$ cat src/rtl/msr_pkg.sv
package msr_pkg;
  localparam int LINES   = 4;
  localparam int CTL_W   = 5;
  localparam int BYTE_W  = 8;
  // Line index inside a nibble; the same index is used for level and flag.
  localparam int L_CTS = 0;
  localparam int L_DSR = 1;
  localparam int L_RI  = 2;
  localparam int L_DCD = 3;
  // Control register bit positions.
  localparam int C_DTR  = 0;
  localparam int C_RTS  = 1;
  localparam int C_OUT1 = 2;
  localparam int C_OUT2 = 3;
  localparam int C_LOOP = 4;
  localparam logic [LINES-1:0] LVL_RST = 4'b1011;
  localparam logic [CTL_W-1:0] CTL_RST = 5'b01000;
  // Lines whose flag is set on any change; the ring line uses a falling edge.
  localparam logic [LINES-1:0] ANY_EDGE_MASK = 4'b1011;
endpackage

$ cat src/rtl/msr_sync.sv
module msr_sync #(
  parameter int W = 4,
  parameter int STAGES = 2,
  parameter logic [W-1:0] RST_VAL = '0
) (
  input  logic         clk,
  input  logic         rst_n,
  input  logic [W-1:0] d,
  output logic [W-1:0] q
);
  logic [STAGES-1:0][W-1:0] stg;

  genvar s;
  generate
    for (s = 0; s < STAGES; s++) begin : g_stage
      if (s == 0) begin : g_first
        always_ff @(posedge clk or negedge rst_n) begin
          if (!rst_n) stg[0] <= RST_VAL;
          else        stg[0] <= d;
        end
      end else begin : g_next
        always_ff @(posedge clk or negedge rst_n) begin
          if (!rst_n) stg[s] <= RST_VAL;
          else        stg[s] <= stg[s-1];
        end
      end
    end
  endgenerate

  assign q = stg[STAGES-1];
endmodule

$ cat src/rtl/msr_track.sv
module msr_track
  import msr_pkg::*;
(
  input  logic             clk,
  input  logic             rst_n,
  input  logic [LINES-1:0] smp,
  input  logic             clr,
  output logic [LINES-1:0] lvl,
  output logic [LINES-1:0] flag
);
  logic [LINES-1:0] lvl_nx;
  logic [LINES-1:0] flag_nx;
  logic [LINES-1:0] edge_hit;

  always_comb begin
    edge_hit = (lvl ^ smp) & ANY_EDGE_MASK;
    edge_hit[L_RI] = lvl[L_RI] & ~smp[L_RI];
    lvl_nx  = smp;
    flag_nx = (clr ? '0 : flag) | edge_hit;
  end

  always_ff @(posedge clk or negedge rst_n) begin
    if (!rst_n) begin
      lvl  <= LVL_RST;
      flag <= '0;
    end else begin
      lvl  <= lvl_nx;
      flag <= flag_nx;
    end
  end

  assert_ri_fall_only_R4: assert property (@(posedge clk) disable iff (!rst_n)
    $rose(flag[L_RI]) |-> $fell(lvl[L_RI]));

  assert_dsr_change_flag_R3: assert property (@(posedge clk) disable iff (!rst_n)
    (smp[L_DSR] != lvl[L_DSR]) |=> flag[L_DSR]);

  assert_dcd_change_flag_R3: assert property (@(posedge clk) disable iff (!rst_n)
    (smp[L_DCD] != lvl[L_DCD]) |=> flag[L_DCD]);

  assert_cts_change_flag_R3: assert property (@(posedge clk) disable iff (!rst_n)
    (smp[L_CTS] != lvl[L_CTS]) |=> flag[L_CTS]);

  assert_clear_on_read_R5: assert property (@(posedge clk) disable iff (!rst_n)
    (clr && smp == lvl) |=> (flag == '0));

  assert_flags_sticky_R9: assert property (@(posedge clk) disable iff (!rst_n)
    !clr |=> ((flag & $past(flag)) == $past(flag)));

  assert_level_follows_R2: assert property (@(posedge clk) disable iff (!rst_n)
    1'b1 |=> (lvl == $past(smp)));
endmodule

$ cat src/rtl/msr_ctl_reg.sv
module msr_ctl_reg
  import msr_pkg::*;
(
  input  logic             clk,
  input  logic             rst_n,
  input  logic             we,
  input  logic [CTL_W-1:0] wdata,
  output logic [CTL_W-1:0] q
);
  logic [CTL_W-1:0] q_nx;

  always_comb begin
    q_nx = q;
    if (we) q_nx = wdata;
  end

  always_ff @(posedge clk or negedge rst_n) begin
    if (!rst_n) q <= CTL_RST;
    else        q <= q_nx;
  end

  assert_ctl_load_R8: assert property (@(posedge clk) disable iff (!rst_n)
    we |=> (q == $past(wdata)));

  assert_ctl_hold_R8: assert property (@(posedge clk) disable iff (!rst_n)
    !we |=> $stable(q));
endmodule

$ cat src/rtl/msr_view.sv
module msr_view
  import msr_pkg::*;
(
  input  logic [CTL_W-1:0]  ctl,
  input  logic [LINES-1:0]  lvl,
  input  logic [LINES-1:0]  flag,
  output logic [BYTE_W-1:0] rdata
);
  logic [LINES-1:0] loop_lvl;

  always_comb begin
    loop_lvl        = '0;
    loop_lvl[L_DCD] = ctl[C_OUT2];
    loop_lvl[L_RI]  = ctl[C_OUT1];
    loop_lvl[L_DSR] = ctl[C_DTR];
    loop_lvl[L_CTS] = ctl[C_RTS];
    if (ctl[C_LOOP]) rdata = {loop_lvl, {LINES{1'b0}}};
    else             rdata = {lvl, flag};
  end
endmodule

$ cat src/rtl/modem_status_unit.sv
module modem_status_unit
  import msr_pkg::*;
#(
  parameter int SYNC_STAGES = 2
) (
  input  logic              clk,
  input  logic              rst_n,
  input  logic              cts_pin,
  input  logic              dsr_pin,
  input  logic              dcd_pin,
  input  logic              ri_pin,
  input  logic              ctl_we,
  input  logic [CTL_W-1:0]  ctl_wdata,
  output logic [CTL_W-1:0]  ctl_q,
  input  logic              stat_rd,
  output logic [BYTE_W-1:0] stat_rdata,
  output logic              stat_change
);
  logic [LINES-1:0] pins_raw;
  logic [LINES-1:0] pins_smp;
  logic [LINES-1:0] lvl;
  logic [LINES-1:0] flag;
  logic             rd_clr;

  always_comb begin
    pins_raw        = '0;
    pins_raw[L_CTS] = cts_pin;
    pins_raw[L_DSR] = dsr_pin;
    pins_raw[L_RI]  = ri_pin;
    pins_raw[L_DCD] = dcd_pin;
  end

  msr_sync #(.W(LINES), .STAGES(SYNC_STAGES), .RST_VAL(LVL_RST)) u_sync (
    .clk   (clk),
    .rst_n (rst_n),
    .d     (pins_raw),
    .q     (pins_smp)
  );

  msr_ctl_reg u_ctl (
    .clk   (clk),
    .rst_n (rst_n),
    .we    (ctl_we),
    .wdata (ctl_wdata),
    .q     (ctl_q)
  );

  assign rd_clr = stat_rd & ~ctl_q[C_LOOP];

  msr_track u_track (
    .clk   (clk),
    .rst_n (rst_n),
    .smp   (pins_smp),
    .clr   (rd_clr),
    .lvl   (lvl),
    .flag  (flag)
  );

  msr_view u_view (
    .ctl   (ctl_q),
    .lvl   (lvl),
    .flag  (flag),
    .rdata (stat_rdata)
  );

  assign stat_change = |flag;

  assert_loop_low_zero_R7: assert property (@(posedge clk) disable iff (!rst_n)
    ctl_q[C_LOOP] |-> (stat_rdata[3:0] == 4'h0));

  assert_loop_keeps_flags_R7: assert property (@(posedge clk) disable iff (!rst_n)
    (stat_change && ctl_q[C_LOOP]) |=> stat_change);
endmodule

$ cat config.mk
export PLATFORM = sky130hd
export DESIGN_NAME = modem_status_unit
export DESIGN_NICKNAME = d
export VERILOG_FILES = /design/src/rtl/msr_pkg.sv /design/src/rtl/msr_sync.sv /design/src/rtl/msr_track.sv /design/src/rtl/msr_ctl_reg.sv /design/src/rtl/msr_view.sv /design/src/rtl/modem_status_unit.sv
export SDC_FILE = /design/constraint.sdc
export NUM_CORES = 1
export LEC_CHECK = 0
export BUFFER_PORTS_ARGS = -buffer_cell sky130_fd_sc_hd__buf_4
export CAP_MARGIN = 30
export CORE_MARGIN = 8
export CORE_UTILIZATION = 40
export CTS_CLUSTER_SIZE = 10
export DETAILED_ROUTE_END_ITERATION = 10
export PLACE_DENSITY = 0.67
export SKIP_CTS_REPAIR_TIMING = 1
export SKIP_LAST_GASP = 1
export SYNTH_ARGS = -nofsm -noshare
export SYNTH_HDL_FRONTEND = slang
export SYNTH_SLANG_ARGS = --single-unit
$ cat constraint.sdc
create_clock -name clk -period 1.14 [get_ports clk]
set_input_delay 0.057 -clock clk [delete_from_list [all_inputs] [get_ports clk]]
set_output_delay 0.057 -clock clk [all_outputs]
set_load 0.01 [all_outputs]
==> results.ini <==
[logic_synthesis]
syn_inst=50
ys_ff_latch=21
synth.distinct_cells=13
synth.avg_cell_area_sq_um=15.1
synth_area_sq_um=753
seq_area_frac_synth=0.714
synth_nets=63
yosysWarnings=0

[critical_path]
worstPathCellList=mux2_4, buf_6
required_ns=1.08
rr_worst_depth=2
end_kind=output pin
worstPathArrival_ns=1.22
cp_max_fo=7
cp_num_cells=2
crit_path_top_delay_cell=dfrtp_2
critPathBufInv=1
start_kind=register
cpPeakStageDelay_ns=0.49
crit_type=register to output pin
path_delay_family=flip-flops

[drt]
wl_met2_microns=734
wl_per_cell_microns=12.8
vias=503
ant_nets=0
top_layer_used=met4
viasPerCell=4.37
wl_met3_microns=121
drc=0
wirelength_met1_microns=605
wl_microns=1470
firstDrtPassIters=2
dr.first_iter.drc_count=1

[place]
gp_congestion=0.704
numPortBuffers=26
dp_cells=101

[pwr]
power.density_nw_per_um2=1330
ir_drop_mv=0.968
leakagePower_nw=0.525

[cells_and_area]
drive_above_1_share=0.622
final.fill_count=147
utilization=0.656
register_area_sq_um=539
layout.cells.non_filler=115
syn_to_final_growth_pct=52.0
n_antenna_cell=0
multi_input_area_sq_um=203
final_net_count=104

[floorplanning]
die_x_microns=59.4
rows=15
io_pins=27
core_sq_um=1750
dieArea_sq_um=3530
start_util=0.432
die_height_microns=59.4

[timing]
layout_min_cycle_time_ns=1.27
finalSetupViolations=8
tightest_slew_ns=0.259
skew_ns=0.00152
max_slew_margin=0.827
setup_ws_ns=-0.135
hold_viol_final=0
report.final.slew_viol_count=0
max_freq_ghz=0.784
fin_setup_tns_ns=-0.725
rsz0062_at_grt=yes
fin_crit_sh=1.12

[grt]
grt_pass1_vias=506
antenna_found_initial=0
grt_pass1_wl_microns=2300
grt_max_degree=22
overflow=0
grtUsageTotal=0.0874

[cts]
cts-root-buf=clkbuf_4
clock_latency_ns=0.29
clkTransAtPathRegs_ns=0.11
cts_buffer_depth=2
htree_levels=1
numClockSinks=21
cts_tree=done
cts_buffers=3

[run_status]
violations=setup timing
outcome=complete, but fails checks

[flow_run]
maxCapViolations=0

[hold_path]
worstHoldPathCells=2
min_path_type=input pin to register

worst paths after layout:
| path | to | slack [ns] | startpoint |
|---|---|---|---|
| worst max-delay path | stat_rdata[4] | -0.13 | u_ctl.q[4] |
| worst min-delay path | u_ctl.q[0] | 0.07 | ctl_we |
| worst max register to register | u_track.flag[2] | 0.14 | u_ctl.q[4] |
| worst min register to register | u_sync.q[1] | 0.36 | u_sync.stg[1] |
| max in group asynchronous | u_sync.q[3] | 0.71 | rst_n |
| min in group asynchronous | u_track.flag[1] | 0.16 | rst_n |
through the flow:
stage | cell area [sq um] | power [mW] | hold WS [ns] | setup WS [ns]
after global routing | 1140 | 1.62 | 0.0487 | -0.184
after floorplan | 753 | 0.985 | -0.239 | 0.207
after CTS | 1000 | 1.48 | -0.385 | -0.220
after detailed placement | 976 | 1.14 | -0.0526 | 0.103
after global placement | 976 | 1.13 | -0.0509 | 0.136
final | 1140 | 1.53 | 0.0710 | -0.135
layer usage:
layer  global-route usage  up-vias
li1                     -      242
met1               0.0996      241
met2                0.128       18
met3               0.0434        2
met4               0.0512        0
met5                    0        -
logic make-up (layout without fill, tap and decap cells):
| group | Yosys count | in the layout | synth area share |
|---|---|---|---|
| mux | 8 | 8 | 0.135 |
| buf+inv | 6 | 46 | 0.0399 |
| flops | 21 | 21 | 0.714 |
| xor+xnor | 3 | 3 | 0.0349 |
| compound gates | 5 | 5 | 0.0349 |
| simple gates | 7 | 7 | 0.0415 |
cell usage in the layout, fill, tap and decap left out, drive strengths merged:
cell and count:
buf 27, clkbuf 3, clkinv 1, dfrtp 11, dfstp 10, dlygate4sd3 10
inv 5, mux2 8, nand2 1, nand4 1, nor2 4, nor2b 1
o21ai 4, o22ai 1, xnor2 3
cell usage after synthesis (all sizes together):
cell   count  area [sq um]
dfrtp     11           275
dfstp     10           263
mux2       8           101
inv        5          18.8
nor2       4          15.0
o21ai      4          20.0
xnor2      3          26.3
buf        1          11.3
nand2      1          3.75
nand4      1          6.26
nor2b      1          6.26
o22ai      1          6.26
final cells by class:
class / instances / share of cell area
Tap cell: 25 / 0.0273
Clock inverter: 1 / 0.00437
Timing Repair Buffer: 37 / 0.284
Multi-Input combinational cell: 23 / 0.177
Clock buffer: 3 / 0.0197
Sequential cell: 21 / 0.471
Inverter: 5 / 0.0164
state kept, by name (all words and copies together), names as in the netlist:
signal,cells
u_sync.q,4
u_track.flag,4
u_sync.stg,4
u_ctl.q,5
u_track.lvl,4
power by group:
group / total (mW) / internal (mW) / switching [mW]
Clock: 0.336 / 0.130 / 0.206
Sequential: 0.856 / 0.818 / 0.0382
Combinational: 0.334 / 0.200 / 0.134
No activity file was read; power rests on OpenSTA's default activity.
